===== config.mk =====
export PLATFORM = sky130hd
export DESIGN_NAME = eff_addr_gen
export DESIGN_NICKNAME = d
export VERILOG_FILES = /design/src/rtl/eag_pkg.sv /design/src/rtl/eag_offset.sv /design/src/rtl/eag_seg_select.sv /design/src/rtl/eag_phys.sv /design/src/rtl/eff_addr_gen.sv
export SDC_FILE = /design/constraint.sdc
export NUM_CORES = 1
export LEC_CHECK = 0
export BUFFER_PORTS_ARGS = -buffer_cell sky130_fd_sc_hd__buf_2
export CAP_MARGIN = 10
export CORE_MARGIN = 2
export CORE_UTILIZATION = 52
export CTS_BUF_LIST = sky130_fd_sc_hd__clkbuf_8
export CTS_CLUSTER_DIAMETER = 40
export DETAILED_ROUTE_END_ITERATION = 10
export PLACE_DENSITY = 0.84
export REMOVE_ABC_BUFFERS = 1
export SETUP_SLACK_MARGIN = 0.02
export SLEW_MARGIN = 5
export SYNTH_ARGS = -nofsm -noshare
export SYNTH_HDL_FRONTEND = slang
export SYNTH_SLANG_ARGS = --single-unit

===== constraint.sdc =====
create_clock -name clk -period 0.87 [get_ports clk]
set_input_delay 0.174 -clock clk [delete_from_list [all_inputs] [get_ports clk]]
set_output_delay 0.174 -clock clk [all_outputs]
set_load 0.005 [all_outputs]

===== src/rtl/eag_pkg.sv =====
package eag_pkg;

  typedef enum logic [2:0] {
    SEG_ES = 3'd0,
    SEG_CS = 3'd1,
    SEG_SS = 3'd2,
    SEG_DS = 3'd3,
    SEG_FS = 3'd4,
    SEG_GS = 3'd5
  } seg_e;

  typedef enum logic [1:0] {
    ACC_DATA   = 2'd0,
    ACC_FETCH  = 2'd1,
    ACC_STRDST = 2'd2,
    ACC_DATA2  = 2'd3
  } acc_e;

  typedef enum logic [1:0] {
    DISP_NONE = 2'd0,
    DISP_B8   = 2'd1,
    DISP_B16  = 2'd2,
    DISP_B32  = 2'd3
  } disp_e;

  localparam logic [2:0] BASE_CODE_SP = 3'd4;
  localparam logic [2:0] BASE_CODE_BP = 3'd5;
  localparam int unsigned NUM_SEGS = 6;

endpackage


===== src/rtl/eag_offset.sv =====
module eag_offset #(
  parameter int unsigned OFS_W    = 32,
  parameter int unsigned NARROW_W = 16
) (
  input  logic             wide_mode,
  input  logic             base_en,
  input  logic [OFS_W-1:0] base_val,
  input  logic             idx_en,
  input  logic [OFS_W-1:0] idx_val,
  input  logic [1:0]       scale_code,
  input  logic [1:0]       disp_size,
  input  logic [OFS_W-1:0] disp_val,
  output logic [OFS_W-1:0] offset
);
  import eag_pkg::*;

  localparam int unsigned UPPER_W = OFS_W - NARROW_W;

  logic [OFS_W-1:0] base_term;
  logic [OFS_W-1:0] idx_term;
  logic [OFS_W-1:0] disp_term;
  logic [OFS_W-1:0] raw_sum;
  disp_e            eff_size;

  // A full-width displacement has no meaning in narrow mode; it acts as 16-bit.
  always_comb begin
    eff_size = disp_e'(disp_size);
    if (!wide_mode && eff_size == DISP_B32) begin
      eff_size = DISP_B16;
    end
  end

  always_comb begin
    unique case (eff_size)
      DISP_NONE: disp_term = '0;
      DISP_B8:   disp_term = {{(OFS_W-8){disp_val[7]}}, disp_val[7:0]};
      DISP_B16:  disp_term = {{(OFS_W-16){disp_val[15]}}, disp_val[15:0]};
      default:   disp_term = disp_val;
    endcase
  end

  always_comb begin
    base_term = base_en ? base_val : '0;
    if (!idx_en) begin
      idx_term = '0;
    end else if (wide_mode) begin
      idx_term = idx_val << scale_code;
    end else begin
      idx_term = idx_val;
    end
  end

  always_comb begin
    raw_sum = base_term + idx_term + disp_term;
    if (wide_mode) begin
      offset = raw_sum;
    end else begin
      offset = {{UPPER_W{1'b0}}, raw_sum[NARROW_W-1:0]};
    end
  end

endmodule


===== src/rtl/eag_seg_select.sv =====
module eag_seg_select (
  input  logic [1:0] acc_kind,
  input  logic       base_en,
  input  logic [2:0] base_code,
  input  logic       ovr_en,
  input  logic [2:0] ovr_code,
  output logic [2:0] seg_sel
);
  import eag_pkg::*;

  seg_e dflt_seg;
  seg_e chosen;
  logic stack_base;
  logic ovr_legal;

  always_comb begin
    stack_base = base_en && (base_code == BASE_CODE_SP || base_code == BASE_CODE_BP);
    dflt_seg   = stack_base ? SEG_SS : SEG_DS;
    ovr_legal  = ovr_en && (ovr_code <= 3'(SEG_GS));
  end

  always_comb begin
    unique case (acc_e'(acc_kind))
      ACC_FETCH:  chosen = SEG_CS;
      ACC_STRDST: chosen = SEG_ES;
      default:    chosen = ovr_legal ? seg_e'(ovr_code) : dflt_seg;
    endcase
    seg_sel = chosen;
  end

  // The auxiliary segments can only come out of an explicit data override.
  always_comb begin
    if (seg_sel == SEG_FS || seg_sel == SEG_GS) begin
      assert_aux_needs_override_R9: assert (ovr_en && acc_kind != ACC_FETCH && acc_kind != ACC_STRDST)
        else $error("auxiliary segment chosen without a data override");
    end
  end

endmodule


===== src/rtl/eag_phys.sv =====
module eag_phys #(
  parameter int unsigned OFS_W  = 32,
  parameter int unsigned SEG_W  = 16,
  parameter int unsigned PHYS_W = 20
) (
  input  logic [SEG_W-1:0]  seg_val,
  input  logic [OFS_W-1:0]  offset,
  output logic [PHYS_W-1:0] phys
);
  localparam int unsigned SHIFT = PHYS_W - SEG_W;

  logic [PHYS_W-1:0] seg_base;
  logic [PHYS_W:0]   full_sum;

  always_comb begin
    seg_base = {seg_val, {SHIFT{1'b0}}};
    full_sum = {1'b0, seg_base} + {1'b0, offset[PHYS_W-1:0]};
    phys     = full_sum[PHYS_W-1:0];
  end

  // The shifted segment carries zeros below the shift, so the low bits pass straight through.
  always_comb begin
    assert_low_bits_pass_R1: assert (phys[SHIFT-1:0] == offset[SHIFT-1:0])
      else $error("physical low bits differ from offset low bits");
  end

endmodule


===== src/rtl/eff_addr_gen.sv =====
module eff_addr_gen #(
  parameter int unsigned OFS_W    = 32,
  parameter int unsigned NARROW_W = 16,
  parameter int unsigned SEG_W    = 16,
  parameter int unsigned PHYS_W   = 20
) (
  input  logic              clk,
  input  logic              rst_n,
  input  logic              in_valid,
  input  logic              mode32,
  input  logic [1:0]        acc_kind,
  input  logic              base_en,
  input  logic [2:0]        base_code,
  input  logic [OFS_W-1:0]  base_val,
  input  logic              idx_en,
  input  logic [OFS_W-1:0]  idx_val,
  input  logic [1:0]        scale_code,
  input  logic [1:0]        disp_size,
  input  logic [OFS_W-1:0]  disp_val,
  input  logic              ovr_en,
  input  logic [2:0]        ovr_code,
  input  logic [SEG_W-1:0]  seg_es,
  input  logic [SEG_W-1:0]  seg_cs,
  input  logic [SEG_W-1:0]  seg_ss,
  input  logic [SEG_W-1:0]  seg_ds,
  input  logic [SEG_W-1:0]  seg_fs,
  input  logic [SEG_W-1:0]  seg_gs,
  output logic              out_valid,
  output logic [OFS_W-1:0]  out_offset,
  output logic [2:0]        out_seg,
  output logic [PHYS_W-1:0] out_phys
);
  import eag_pkg::*;

  logic [OFS_W-1:0]  offset_c;
  logic [2:0]        seg_sel_c;
  logic [SEG_W-1:0]  seg_val_c;
  logic [PHYS_W-1:0] phys_c;
  logic [SEG_W-1:0]  seg_file [NUM_SEGS];

  logic              valid_d;
  logic [OFS_W-1:0]  offset_d;
  logic [2:0]        seg_d;
  logic [PHYS_W-1:0] phys_d;

  eag_offset #(
    .OFS_W    (OFS_W),
    .NARROW_W (NARROW_W)
  ) i_offset (
    .wide_mode  (mode32),
    .base_en    (base_en),
    .base_val   (base_val),
    .idx_en     (idx_en),
    .idx_val    (idx_val),
    .scale_code (scale_code),
    .disp_size  (disp_size),
    .disp_val   (disp_val),
    .offset     (offset_c)
  );

  eag_seg_select i_seg_select (
    .acc_kind  (acc_kind),
    .base_en   (base_en),
    .base_code (base_code),
    .ovr_en    (ovr_en),
    .ovr_code  (ovr_code),
    .seg_sel   (seg_sel_c)
  );

  always_comb begin
    seg_file[SEG_ES] = seg_es;
    seg_file[SEG_CS] = seg_cs;
    seg_file[SEG_SS] = seg_ss;
    seg_file[SEG_DS] = seg_ds;
    seg_file[SEG_FS] = seg_fs;
    seg_file[SEG_GS] = seg_gs;
    seg_val_c = (seg_sel_c < 3'(NUM_SEGS)) ? seg_file[seg_sel_c] : '0;
  end

  eag_phys #(
    .OFS_W  (OFS_W),
    .SEG_W  (SEG_W),
    .PHYS_W (PHYS_W)
  ) i_phys (
    .seg_val (seg_val_c),
    .offset  (offset_c),
    .phys    (phys_c)
  );

  // Next-state logic: the result fields load only under the request qualifier.
  always_comb begin
    valid_d  = in_valid;
    offset_d = out_offset;
    seg_d    = out_seg;
    phys_d   = out_phys;
    if (in_valid) begin
      offset_d = offset_c;
      seg_d    = seg_sel_c;
      phys_d   = phys_c;
    end
  end

  always_ff @(posedge clk or negedge rst_n) begin
    if (!rst_n) begin
      out_valid  <= 1'b0;
      out_offset <= '0;
      out_seg    <= '0;
      out_phys   <= '0;
    end else begin
      out_valid  <= valid_d;
      out_offset <= offset_d;
      out_seg    <= seg_d;
      out_phys   <= phys_d;
    end
  end

  assert_valid_latency_R10: assert property (@(posedge clk) disable iff (!rst_n)
    out_valid == $past(in_valid))
    else $error("out_valid is not in_valid delayed by one cycle");

  assert_hold_when_idle_R10: assert property (@(posedge clk) disable iff (!rst_n)
    !in_valid |=> ($stable(out_offset) && $stable(out_phys) && $stable(out_seg)))
    else $error("outputs changed without a request");

  assert_fetch_code_seg_R8: assert property (@(posedge clk) disable iff (!rst_n)
    (in_valid && acc_kind == ACC_FETCH) |=> out_seg == SEG_CS)
    else $error("fetch did not select the code segment");

  assert_strdst_extra_seg_R8: assert property (@(posedge clk) disable iff (!rst_n)
    (in_valid && acc_kind == ACC_STRDST) |=> out_seg == SEG_ES)
    else $error("string destination did not select the extra segment");

  assert_narrow_offset_R5: assert property (@(posedge clk) disable iff (!rst_n)
    (in_valid && !mode32) |=> out_offset[OFS_W-1:NARROW_W] == '0)
    else $error("narrow-mode offset has upper bits set");

  assert_no_aux_without_ovr_R9: assert property (@(posedge clk) disable iff (!rst_n)
    (in_valid && !ovr_en) |=> (out_seg != SEG_FS && out_seg != SEG_GS))
    else $error("auxiliary segment reported without override");

endmodule


==> metrics, run 1 <==
IO Port Bufs roughly 270; gate count after technology mapping 852; overall track demand over capacity in global routing ~85%; FFs w/ async S/R, synth 100%; number of flip-flops and latches in the synthesized netlist between 50 and 60; vertical die dimension approximately 120 um; total of warnings raised by yosys 0; synth top area cells sky130_fd_sc_hd__dfrtp_1, sky130_fd_sc_hd__fa_1, sky130_fd_sc_hd__ha_1, sky130_fd_sc_hd__o21ai_0, sky130_fd_sc_hd__mux2_2; Inserted Clock Buffers 5; maximum number of pins on one net before global-route repair 53; Sink Count 52; HPWL reported at the end of detailed placement between 20,000 and 25,000 um; post-synthesis cell type count 66; most instantiated library cell after synthesis sky130_fd_sc_hd__o21ai_0; Yosys top cell by area sky130_fd_sc_hd__dfrtp_1; first error [ERROR GRT-0232] Routing congestion too high. Check the congestion heatmap in the GUI.; number of synthesized flops with an enable pin 0; share of synthesized area spent on multiplexers 15.1%; syn avg cell area 8.44 um2; post-synthesis xor/xnor area fraction ~4.6%; result of the run did not finish; H-tree lvl count 2; area fraction in compound gates after synthesis a little under a quarter; post-synthesis instance area between 7000 and 8000 um2; CTS Root Buffer Type sky130_fd_sc_hd__clkbuf_8; CTS Buffer Depth 2; count of boundary I/O pins around 270; stage where the run ended 5_1_grt; num rows 42; adder-cell share of the synthesized area around 17%; combinational family with the most area after synthesis compound AO/OA/AOI/OAI gates; primary flip-flop cell chosen by synthesis mapping sky130_fd_sc_hd__dfrtp_1; post-synthesis simple-gate area fraction 15.5%; initial core utilization between 50% and 60%; total overflow reported by the global router ~190; fraction of the yosys area taken by sequential cells 18.1%; fraction of synthesized cell area taken by the top area cell type roughly 18%; commonest cells in the synthesized netlist sky130_fd_sc_hd__o21ai_0, sky130_fd_sc_hd__nand2_1, sky130_fd_sc_hd__inv_1; Die Wd 122 um; global placement routability congestion approximately 0.9
metal layers:
layer / overflow / track usage, %
met1: 2 / 82.8
met2: 105 / 97.8
met3: 4 / 73.5
met4: 80 / 89.8
met5: 0 / 51.0
per-stage QoR:
step / worst slack, ns / cell area [um2] / instances / setup TNS (ns) / hold slack, ns
after floorplan: -4.45 / 6990 / 805 / -133.22 / -0.122
after global placement: -4.26 / 10100 / 1442 / -138.10 / 0.184
after detailed placement: -4.48 / 10100 / 1442 / -144.68 / 0.187
after CTS: -3.48 / 11800 / 1503 / -121.30 / 0.300
kinds of logic after synthesis:
kind of cell               count (synthesis)
AOI/OAI and AO/OA                        260
muxes                                     84
and+or+nand+nor                          230
xor gates and xnor gates                  36
buffers and inverters                    111
adders and majority gates                 79
DFF                                       52
repair_timing:
| item | CTS |
|---|---|
| resized for setup | 252 |
| endpoints found under the setup margin | 107 |
| hold endpoints to repair | 52 |
| gates cloned | 3 |
| buffers inserted | 54 |
| hold buffers | 1 |
| pin swaps | 118 |
==> run 2, diff against run 1 <==
--- a/config.mk
+++ b/config.mk
@@ -8,13 +8,10 @@
 export BUFFER_PORTS_ARGS = -buffer_cell sky130_fd_sc_hd__buf_2
 export CAP_MARGIN = 10
 export CORE_MARGIN = 2
-export CORE_UTILIZATION = 52
-export CTS_BUF_LIST = sky130_fd_sc_hd__clkbuf_8
-export CTS_CLUSTER_DIAMETER = 40
+export CORE_UTILIZATION = 40
 export DETAILED_ROUTE_END_ITERATION = 10
-export PLACE_DENSITY = 0.84
+export PLACE_DENSITY_LB_ADDON = 0.15
 export REMOVE_ABC_BUFFERS = 1
-export SETUP_SLACK_MARGIN = 0.02
 export SLEW_MARGIN = 5
 export SYNTH_ARGS = -nofsm -noshare
 export SYNTH_HDL_FRONTEND = slang
==> run 2 against run 1 <==
Compared with the run above:
- the flow now finishes, with violations (setup timing)
- synthesized area unchanged
- synthesized cell count did not move
==> metrics, run 2 <==
combinational family with the most area after synthesis compound AO/OA/AOI/OAI gates (unchanged); leakage between 6 and 7 nW; syn avg cell area 8.44 um2 (unchanged); global placement routability congestion 0.908 (was 0.904); detail-routed via count per cell roughly 5.3; CTS Buffer Depth 2 (unchanged); endpoint type of the worst setup path register; clock input transition at the sequential cells of the worst setup and hold paths about 0.07 ns; violated checks setup timing; number of antenna violations at the first check in global routing 0; endpoint required time on the critical path roughly 1.1 ns; Least-Margin Pin Slew between 0.4 and 0.5 ns; Sink Count 52 (unchanged); DRC 0; final setup skew 0 ns; clock latency of the later-clocked register in the worst-skew pair roughly 0.30 ns; placed inst area 10,200 um2 (was 10,100 um2); share of power burned in the clock network ~8.3%; Antenna Cells 0; drt initial violations 341; part of the cycle the worst path needs 503%; maximum number of pins on one net before global-route repair 53; FFs w/ async S/R, synth 100% (unchanged); proportion of power drawn by combinational gates ~76%; RSZ-0062 raised after global routing yes; fraction of final layout cells sized beyond drive strength 1 57.6%; Die Wd 138 um (was 122 um); Final Routed Wirelength around 27,000 um; Max IR drop VDD about 1600 uV; post-synthesis simple-gate area fraction 15.5% (unchanged); DR WL/cell around 17 um; total power roughly 25 mW; count of boundary I/O pins 267 (unchanged); Tightest Hold Check Type input port to register; PD cells 2010 nW/um2; count of endpoints failing hold in the final timing report 0; Post-layout nets around 1,600; fraction of synthesized cell area taken by the top area cell type 18.1% (unchanged); synth top area cells sky130_fd_sc_hd__dfrtp_1, sky130_fd_sc_hd__fa_1, sky130_fd_sc_hd__ha_1, sky130_fd_sc_hd__o21ai_0, sky130_fd_sc_hd__mux2_2 (unchanged); post-layout min period ~4.4 ns; Sequential Power Share between 10% and 20%; worst hold slack after final layout 0.373 ns; number of stages on the worst hold path 4; total of warnings raised by yosys 0 (unchanged); Finish-stage setup viols 106; area fraction in compound gates after synthesis 23.4% (unchanged); global-route wire length before repair between 40,000 and 50,000 um; remaining max-slew budget at the tightest pin between 60% and 70%; Pint 15.0 mW; final standard cell area without fillers 12,500 um2; post-synthesis cell type count 66 (unchanged); Inserted Clock Buffers 5 (unchanged); CTS Root Buffer Type sky130_fd_sc_hd__clkbuf_16 (was sky130_fd_sc_hd__clkbuf_8); commonest cells in the synthesized netlist sky130_fd_sc_hd__o21ai_0, sky130_fd_sc_hd__nand2_1, sky130_fd_sc_hd__inv_1 (unchanged); leading cell types in the layout, fill and taps excluded sky130_fd_sc_hd__buf_2, sky130_fd_sc_hd__buf_4, sky130_fd_sc_hd__nand2_1, sky130_fd_sc_hd__inv_1, sky130_fd_sc_hd__o21ai_0; Std-Cell Core Area 17,800 um2; primary flip-flop cell chosen by synthesis mapping sky130_fd_sc_hd__dfrtp_1 (unchanged); drt first pass iters 5; origin of the worst min-delay path in_valid; gate count after technology mapping 852 (unchanged); beginning of the worst register-to-register path out_phys[18]; HPWL reported at the end of detailed placement 19,600 um (was 20,500 um); registers with the highest flip-flop counts out_offset: 32 flops, out_phys: 16 flops, out_seg: 3 flops; H-tree lvl count 2 (unchanged); overall track demand over capacity in global routing approximately a quarter; most instantiated library cell after synthesis sky130_fd_sc_hd__o21ai_0 (unchanged); IO Port Bufs 265 (unchanged); number of synthesized flops with an enable pin 0 (unchanged); fraction of the yosys area taken by sequential cells 18.1% (unchanged); endpoint of the worst hold path out_offset[29]; Yosys top cell by area sky130_fd_sc_hd__dfrtp_1 (unchanged); Worst R2R Setup Slack -0.04 ns; largest reg by FF count out_offset; vertical die dimension 138 um (was 122 um); switching part of the total between 40% and 50%; nature of the critical path startpoint input port; worst reg2reg path endpoint out_phys[18]; number of global-route vias before repair between 8,000 and 9,000; Psw around 10 mW; placed cells 1,506 (was 1,442); result of the run finished with violations (was did not finish); count of nets left with antenna violations after detail routing 0; via count about 8,400; number of maximum-capacitance violations 0; Final Util a little over two thirds; initial core utilization 40.4% (was 53.9%); P&R area growth vs syn 73.4%; Die ar. roughly 19,000 um2; number of cell instances on the worst register-to-register path 2; category of the critical setup timing path input port to register; post-synthesis instance area 7190 um2 (unchanged); Total Negative Setup Slacks -124.96 ns; Largest register FFs 32; worst setup slack after layout -3.50 ns; data arrival time of the critical path about 4.6 ns; non-filler instance count after layout roughly 1,600; share of synthesized area spent on multiplexers 15.1% (unchanged); worst-path maximum fanout 5; number of flip-flops and latches in the synthesized netlist 52 (unchanged); adder-cell share of the synthesized area 17.2% (unchanged); post-synthesis xor/xnor area fraction 4.58% (unchanged); final count of pins violating max slew 0; total overflow reported by the global router 0; num rows 49 (was 42); maximum clock rate around 0.23 GHz; pre-CTS setup slack -4.39 ns (was -4.48 ns); leading cell type in the layout, fill and taps excluded sky130_fd_sc_hd__buf_2; TritonCTS clock tree built
run 2: cells by family (layout without fill, tap and decap cells):
group | count (synthesis) | in the layout
AO/OA/AOI/OAI | 260 | 260
XOR/XNOR | 36 | 36
adder cells (fa/ha/maj) | 79 | 79
buffers and inverters | 111 | 614
flip-flops | 52 | 52
multiplexers | 84 | 84
AND/OR/NAND/NOR | 230 | 230
run 2: how the worst max path moves through the flow:
| stage | startpoint | cells after the start | end |
|---|---|---|---|
| floorplan | mode32 | 21 | out_phys[19] |
| global placement | scale_code[1] | 23 | out_phys[19] |
| detailed placement | scale_code[0] | 22 | out_phys[19] |
| CTS | scale_code[1] | 24 | out_phys[17] |
| global route | scale_code[0] | 24 | out_phys[17] |
| finish | scale_code[0] | 25 | out_phys[17] |
run 2: final cells by class:
class / count / area (um2)
Fill cell: 1457 / 5310
Clock inverter: 2 / 10.0
Tap cell: 229 / 287
Sequential cell: 52 / 1300
Timing Repair Buffer: 542 / 3800
Inverter: 64 / 243
Clock buffer: 6 / 139
Multi-Input combinational cell: 689 / 6680
run 2: routing by layer:
metal | GRT usage, % | part of all wire [%]
met4 | 5.53 | 1.5
met3 | 3.60 | 4.3
met2 | 46.3 | 52
met1 | 33.2 | 42
met5 | 0 | 0
run 2: worst max-delay path, stage by stage:
cell and delay, ns:
sky130_fd_sc_hd__buf_12 0.12, sky130_fd_sc_hd__nor2b_4 0.09, sky130_fd_sc_hd__a31oi_1 0.04, sky130_fd_sc_hd__o2bb2ai_1 0.19, sky130_fd_sc_hd__nand2_1 0.09, sky130_fd_sc_hd__fa_1 0.54
sky130_fd_sc_hd__inv_2 0.05, sky130_fd_sc_hd__ha_4 0.16, sky130_fd_sc_hd__fa_2 0.35, sky130_fd_sc_hd__a211oi_2 0.24, sky130_fd_sc_hd__nor2_1 0.09, sky130_fd_sc_hd__buf_4 0.14
sky130_fd_sc_hd__or2_4 0.25, sky130_fd_sc_hd__a31oi_4 0.17, sky130_fd_sc_hd__o21ai_2 0.07, sky130_fd_sc_hd__xor2_1 0.22, sky130_fd_sc_hd__ha_2 0.33, sky130_fd_sc_hd__and3_4 0.18
sky130_fd_sc_hd__nand3_4 0.06, sky130_fd_sc_hd__nand3_4 0.10, sky130_fd_sc_hd__a221oi_4 0.26, sky130_fd_sc_hd__buf_4 0.15, sky130_fd_sc_hd__nand2b_1 0.06, sky130_fd_sc_hd__xor2_1 0.16
sky130_fd_sc_hd__mux2_4 0.26
run 2: repair_timing:
action	4_1_cts	5_1_grt
setup buffers	30	52
hold endpoints to repair	52	0
gates resized for setup	200	149
pin swaps	83	97
endpoints found under the setup margin	107	107
hold buffers	1	0
gates cloned	2	1
run 2: power groups by stage:
stage / Combinational (mW) / Sequential, mW / Clock (mW)
6_report: 19.0 / 3.95 / 2.07
5_1_grt: 20.5 / 4.04 / 2.23
4_1_cts: 15.9 / 3.93 / 2.11
3_3_place_gp: 12.9 / 3.94 / 0
2_1_floorplan: 7.11 / 3.95 / 0
3_5_place_dp: 13.1 / 3.95 / 0
(Power assumes the default switching activity.)
==> run 3, diff against run 2 <==
==> constraint.sdc (replaced) <==
create_clock -name clk -period 4.3 [get_ports clk]
set_input_delay 0.86 -clock clk [delete_from_list [all_inputs] [get_ports clk]]
set_output_delay 0.86 -clock clk [all_outputs]
set_load 0.005 [all_outputs]
==> run 3 against run 2 <==
Compared with the run above:
- the run still ends with setup timing left
- critical path depth decreased by 2
- count of clock-buffer cells in the layout is 1 lower
- sequential share of layout area up 1.3 points
- first-iteration DRC count shrank 13%
- total power is 83% lower
- clock power down 80%
- highest routed layer unchanged
- critical path type unchanged
- setup slack improved by 2.8 ns
- die area is the same
==> metrics, run 3 (synthesized netlist as in run 2, its figures left out) <==
global placement routability congestion 0.914 (was 0.908); final setup skew 0 ns (unchanged); clock input transition at the sequential cells of the worst setup and hold paths 0.07 ns (about the same); count of boundary I/O pins 267 (unchanged); leakage 5.53 nW (was 6.17 nW); leading cell type in the layout, fill and taps excluded sky130_fd_sc_hd__buf_2 (unchanged); detail-routed via count per cell 5.30 (about the same); DR WL/cell 16.0 um (was 16.8 um); result of the run finished with violations (unchanged); number of cell instances on the worst register-to-register path 2 (unchanged); Worst R2R Setup Slack 3.45 ns (was -0.04 ns); Antenna Cells 0 (unchanged); Inserted Clock Buffers 5 (unchanged); launch point of the worst path scale_code[0] (unchanged); HPWL reported at the end of detailed placement 19,100 um (was 19,600 um); Max IR drop VDD 329 uV (was 1620 uV); remaining max-slew budget at the tightest pin 48.7% (was 66.9%); drt first pass iters 5 (unchanged); num rows 49 (unchanged); global-route wire length before repair 38,200 um (was 40,700 um); drt initial violations 295 (was 341); clock latency of the later-clocked register in the worst-skew pair 0.30 ns (about the same); hold-fix buffers at CTS 0 (was 1); post-layout min period about 5.0 ns; number of maximum-capacitance violations 0 (unchanged); Tightest Hold Check Type register to register (was input port to register); beginning of the worst register-to-register path out_phys[18] (unchanged); TritonCTS clock tree built (unchanged); leading cell types in the layout, fill and taps excluded sky130_fd_sc_hd__buf_2, sky130_fd_sc_hd__buf_4, sky130_fd_sc_hd__nand2_1, sky130_fd_sc_hd__o21ai_0, sky130_fd_sc_hd__inv_1 (was sky130_fd_sc_hd__buf_2, sky130_fd_sc_hd__buf_4, sky130_fd_sc_hd__nand2_1, sky130_fd_sc_hd__inv_1, sky130_fd_sc_hd__o21ai_0); Std-Cell Core Area 17,800 um2 (unchanged); Die Wd 138 um (unchanged); count of nets left with antenna violations after detail routing 0 (unchanged); nature of the critical path startpoint input port (unchanged); total overflow reported by the global router 0 (unchanged); worst setup slack after layout -0.734 ns (was -3.50 ns); Sink Count 52 (unchanged); total power 4.33 mW (was 25.0 mW); Worst Setup EP out_phys[19] (was out_phys[17]); P&R area growth vs syn 54.3% (was 73.4%); worst-path maximum fanout 5 (unchanged); endpoint type of the worst setup path register (unchanged); maximum number of pins on one net before global-route repair 53 (unchanged); CTS Root Buffer Type sky130_fd_sc_hd__clkbuf_16 (unchanged); Least-Margin Pin Slew 0.765 ns (was 0.491 ns); category of the critical setup timing path input port to register (unchanged); critical path's largest stage delay 0.53 ns (was 0.54 ns); H-tree lvl count 2 (unchanged); via count 7,955 (was 8,402); registers with the highest flip-flop counts out_offset: 32 flops, out_phys: 16 flops, out_seg: 3 flops (unchanged); RSZ-0062 raised after global routing yes (unchanged); part of the cycle the worst path needs 117%; data arrival time of the critical path 5.22 ns (was 4.56 ns); fraction of final layout cells sized beyond drive strength 1 50.4% (was 57.6%); largest reg by FF count out_offset (unchanged); Die ar. 19,100 um2 (unchanged); Total Negative Setup Slacks -4.18 ns (was -124.96 ns); list of cells traversed by the critical path clkbuf_16 > nor2b_1 > a31oi_1 > o2bb2ai_1 > nand2_1 > fa_1 > inv_2 > ha_4 > fa_2 > a211oi_2 > nor2_2 > buf_6 > o211ai_1 > and3b_2 > o21ai_2 > xor2_1 > ha_1 > and4_4 > and2_4 > a221oi_4 > a211o_1 > xnor3_1 > mux2_4; cell with the biggest individual delay on the critical path sky130_fd_sc_hd__fa_1 (unchanged); Post-layout nets 1,562 (was 1,644); CTS Buffer Depth 2 (unchanged); count of endpoints failing hold in the final timing report 0 (unchanged); maximum clock rate between 0.15 and 0.2 GHz; number of antenna violations at the first check in global routing 0 (unchanged); Largest register FFs 32 (unchanged); final count of pins violating max slew 0 (unchanged); Final Routed Wirelength 24,100 um (was 26,500 um); vertical die dimension 138 um (unchanged); worst reg2reg path endpoint out_phys[18] (unchanged); IO Port Bufs 265 (unchanged); endpoint required time on the critical path 4.48 ns (was 1.05 ns); DRC 0 (unchanged); Finish-stage setup viols 11 (was 106); PD cells 390 nW/um2 (was 2010 nW/um2); initial core utilization 40.4% (unchanged); violated checks setup timing (unchanged); number of global-route vias before repair 7,947 (was 8,344); overall track demand over capacity in global routing 24.2% (was 25.8%)
## run 3: cell types whose count changed in the layout (fill, tap and decap cells not counted), moves of 8 or more
cell                      before  now
sky130_fd_sc_hd__a21oi_1      25   33
sky130_fd_sc_hd__buf_4       223  174
sky130_fd_sc_hd__buf_6        47   17
sky130_fd_sc_hd__ha_1         23   32
sky130_fd_sc_hd__ha_4         20   11
sky130_fd_sc_hd__mux2_2       20   30
sky130_fd_sc_hd__mux2_4       16    6
sky130_fd_sc_hd__o21ai_0      54   69
sky130_fd_sc_hd__o21ai_1      20   12
## run 3: report_power, final
group	leakage, nW	switching (mW)	total, mW	internal, mW
clock network	0.0660	0.189	0.406	0.217
registers	0.634	0.115	0.795	0.681
logic	4.84	1.45	3.13	1.68
## run 3: metal layers
layer	up-vias	share of wire, %	routed length, um	GRT usage [%]
met5	-	0	0	0
met4	0	1.3	316	4.35
met3	23	4.3	1030	3.46
met2	176	51	12200	43.4
met1	3848	44	10600	31.4
li1	3908	-	-	-
## run 3: how the worst min path moves through the flow
stage	startpoint	end	slack, ns	depth (start not counted)
after global placement	out_phys[5]	out_phys[5]	0.47	2
after CTS	out_offset[31]	out_offset[31]	0.49	1
final	out_seg[1]	out_seg[1]	0.49	2
after global routing	out_offset[31]	out_offset[31]	0.51	1
after detailed placement	out_offset[31]	out_offset[31]	0.47	1
after floorplan	out_offset[29]	out_offset[29]	0.48	2
## run 3: final cells by class
cell class              instances  area, um2
repair buffers                460       2980
inverters                      64        240
clock buffers                   5        125
clock inverters                 3       23.8
well taps                     229        287
flip-flops and latches         52       1300
fillers                      1621       6680
multi-input cells             689       6140
## run 3: metrics by stage
| stage | setup WS [ns] | instance area (um2) | utilization (%) | instances | hold slack [ns] |
|---|---|---|---|---|---|
| after floorplan | -1.71 | 6990 | - | 805 | 0.475 |
| after CTS | -0.733 | 10600 | 59.6 | 1495 | 0.493 |
| after global routing | -1.00 | 11100 | 62.4 | 1502 | 0.511 |
| after detailed placement | -1.68 | 9910 | 55.7 | 1472 | 0.474 |
| final | -0.734 | 11100 | 62.4 | 1502 | 0.487 |
| after global placement | -1.53 | 9910 | 55.7 | 1472 | 0.465 |
## run 3: timing repair
| item | CTS | global route |
|---|---|---|
| pin swaps | 70 | 50 |
| hold endpoints to repair | 0 | 0 |
| gates cloned | 1 | 2 |
| gates resized for setup | 104 | 93 |
| setup endpoints to repair | 27 | 28 |
| buffers inserted | 15 | 13 |
## run 3: critical path, delay by kind of cell
family / cells / cell delay, ns
fa+ha+maj: 4 / 1.35
compound gates: 7 / 1.12
simple gates: 6 / 0.87
xor+xnor: 2 / 0.43
buf+inv: 3 / 0.31
mux: 1 / 0.26
==> run 4, diff against run 3 <==
--- a/config.mk
+++ b/config.mk
@@ -12,6 +12,8 @@
 export DETAILED_ROUTE_END_ITERATION = 10
 export PLACE_DENSITY_LB_ADDON = 0.15
 export REMOVE_ABC_BUFFERS = 1
+export SETUP_SLACK_MARGIN = 0.3
+export SKIP_LAST_GASP = 1
 export SLEW_MARGIN = 5
 export SYNTH_ARGS = -nofsm -noshare
 export SYNTH_HDL_FRONTEND = slang
==> run 4 against run 3 <==
Compared with the run above:
- the flow still finishes with violations (setup timing)
- register-to-register slack worse by 0.02 ns
- sequential cell count did not move
- non-clock buffer count increased by 14
==> metrics, run 4 (synthesized netlist as in run 2, its figures left out) <==
total overflow reported by the global router 0 (unchanged); remaining max-slew budget at the tightest pin 45.7% (was 48.7%); hold-fix buffers at CTS 0 (unchanged); Antenna Cells 0 (unchanged); leakage 5.59 nW (was 5.53 nW); cell with the biggest individual delay on the critical path sky130_fd_sc_hd__fa_1 (unchanged); placed inst area 9910 um2 (unchanged); Inserted Clock Buffers 5 (unchanged); fraction of final layout cells sized beyond drive strength 1 50.3% (was 50.4%); sum of buffers and inverters on the critical path 10 (was 3); worst hold slack after final layout 0.489 ns (was 0.487 ns); category of the critical setup timing path input port to register (unchanged); beginning of the worst register-to-register path out_phys[18] (unchanged); via count 8,022 (was 7,955); data arrival time of the critical path 5.20 ns (was 5.22 ns); endpoint required time on the critical path 4.48 ns (about the same); Die Wd 138 um (unchanged); endpoint type of the worst setup path register (unchanged); Tightest Hold Check Type register to register (unchanged); stages on the worst setup path 27 (was 23); Total Negative Setup Slacks -6.74 ns (was -4.18 ns); placed cells 1,472 (unchanged); final standard cell area without fillers 11,200 um2 (was 11,100 um2); maximum number of pins on one net before global-route repair 53 (unchanged); drt first pass iters 4 (was 5); CTS Root Buffer Type sky130_fd_sc_hd__clkbuf_16 (unchanged); DRC 0 (unchanged); number of antenna violations at the first check in global routing 0 (unchanged); post-layout min period 5.01 ns (was 5.03 ns); global-route wire length before repair 38,600 um (was 38,200 um); non-filler instance count after layout 1,516 (was 1,502); clock latency of the later-clocked register in the worst-skew pair 0.30 ns (about the same); Final Routed Wirelength 24,400 um (was 24,100 um); violated checks setup timing (unchanged); Post-layout nets 1,576 (was 1,562); final count of pins violating max slew 0 (unchanged); P&R area growth vs syn 55.2% (was 54.3%); Largest register FFs 32 (unchanged); number of stages on the worst hold path 1 (was 2); initial core utilization 40.4% (unchanged); count of boundary I/O pins 267 (unchanged); Die ar. 19,100 um2 (unchanged); vertical die dimension 138 um (unchanged); Finish-stage setup viols 19 (was 11); nature of the critical path startpoint input port (unchanged); largest delay contributor family on the critical path compound AO/OA/AOI/OAI gates (was adder cells); global placement routability congestion 0.914 (unchanged); number of cell instances on the worst register-to-register path 2 (unchanged); RSZ-0062 raised after global routing yes (unchanged); multi-input gate area in the final layout 6090 um2 (was 6140 um2); launch point of the worst path scale_code[1] (was scale_code[0]); Std-Cell Core Area 17,800 um2 (unchanged); HPWL reported at the end of detailed placement 19,100 um (unchanged); leading cell type in the layout, fill and taps excluded sky130_fd_sc_hd__buf_2 (unchanged); num rows 49 (unchanged); IO Port Bufs 265 (unchanged); PD cells 399 nW/um2 (was 390 nW/um2); registers with the highest flip-flop counts out_offset: 32 flops, out_phys: 16 flops, out_seg: 3 flops (unchanged); drt initial violations 258 (was 295); number of maximum-capacitance violations 0 (unchanged); DR WL/cell 16.1 um (was 16.0 um); result of the run finished with violations (unchanged); Worst R2R Setup Slack 3.43 ns (was 3.45 ns); detail-routed via count per cell 5.29 (was 5.30); Least-Margin Pin Slew 0.810 ns (was 0.765 ns); Worst Setup EP out_phys[19] (unchanged); overall track demand over capacity in global routing 24.5% (was 24.2%); critical path's largest stage delay 0.51 ns (was 0.53 ns); CTS Buffer Depth 2 (unchanged); worst-path maximum fanout 14 (was 5); final-layout fill cell count 1,621 (unchanged); number of global-route vias before repair 8,006 (was 7,947); worst reg2reg path endpoint out_phys[18] (unchanged); FF+latch area 1300 um2 (unchanged); part of the cycle the worst path needs 117% (about the same); total power 4.46 mW (was 4.33 mW); leading cell types in the layout, fill and taps excluded sky130_fd_sc_hd__buf_2, sky130_fd_sc_hd__buf_4, sky130_fd_sc_hd__nand2_1, sky130_fd_sc_hd__o21ai_0, sky130_fd_sc_hd__inv_1 (unchanged); H-tree lvl count 2 (unchanged); Final Util 62.8% (was 62.4%); Max IR drop VDD 311 uV (was 329 uV); TritonCTS clock tree built (unchanged); worst setup slack after layout -0.714 ns (was -0.734 ns); pre-CTS setup slack -1.68 ns (unchanged); count of endpoints failing hold in the final timing report 0 (unchanged); cell occurring most often along the worst timing path sky130_fd_sc_hd__buf_6; Sink Count 52 (unchanged); final setup skew 0 ns (unchanged); maximum clock rate 0.199 GHz (about the same); largest reg by FF count out_offset (unchanged); count of nets left with antenna violations after detail routing 0 (unchanged); clock input transition at the sequential cells of the worst setup and hold paths 0.07 ns (about the same)
run 4: cell types whose count changed in the layout (fill, tap and decap cells not counted), moves of 3 or more:
cell	before	now
sky130_fd_sc_hd__buf_6	17	31
sky130_fd_sc_hd__o21ai_1	12	16
sky130_fd_sc_hd__buf_4	174	177
sky130_fd_sc_hd__nand3_2	6	3
run 4: final cells by class:
cell class	instances	share of cell area (%)
sequential	52	11.7
clock inverter	3	0.213
timing repair buffer	474	27.7
clock buffer	5	1.12
tap	229	2.57
multi-input combinational	689	54.5
inverter	64	2.15
run 4: where the power goes:
part | switching [mW] | internal [mW] | total (mW)
registers | 0.117 | 0.681 | 0.797
clock network | 0.194 | 0.217 | 0.411
logic | 1.49 | 1.76 | 3.25
total | 1.80 | 2.66 | 4.46
run 4: how the worst min path moves through the flow:
| stage | from | endpoint | slack (ns) |
|---|---|---|---|
| finish | out_offset[31] | out_offset[31] | 0.49 |
| global placement | out_phys[5] | out_phys[5] | 0.47 |
| detailed placement | out_offset[31] | out_offset[31] | 0.47 |
| floorplan | out_offset[29] | out_offset[29] | 0.48 |
| CTS | out_offset[31] | out_offset[31] | 0.49 |
| global route | out_offset[31] | out_offset[31] | 0.51 |
run 4: what timing repair did:
item / 4_1_cts / 5_1_grt
pin swaps: 91 / 31
setup endpoints to repair: 31 / 30
resized for setup: 123 / 69
hold endpoints to repair: 0 / 0
setup buffers: 22 / 12
cloned: 1 / 1
run 4: layer usage:
layer | wire, um | GRT usage (%) | part of all wire [%]
met1 | 10700 | 31.5 | 44
met2 | 12500 | 44.4 | 51
met3 | 899 | 3.50 | 3.7
met4 | 282 | 3.97 | 1.2
met5 | 0 | 0 | 0
run 4: worst reg2reg max path, cell delays in order, from the launching register on:
cell,delay (ns)
sky130_fd_sc_hd__dfrtp_1,0.39
sky130_fd_sc_hd__a211oi_2,0.23
sky130_fd_sc_hd__o211ai_1,0.13
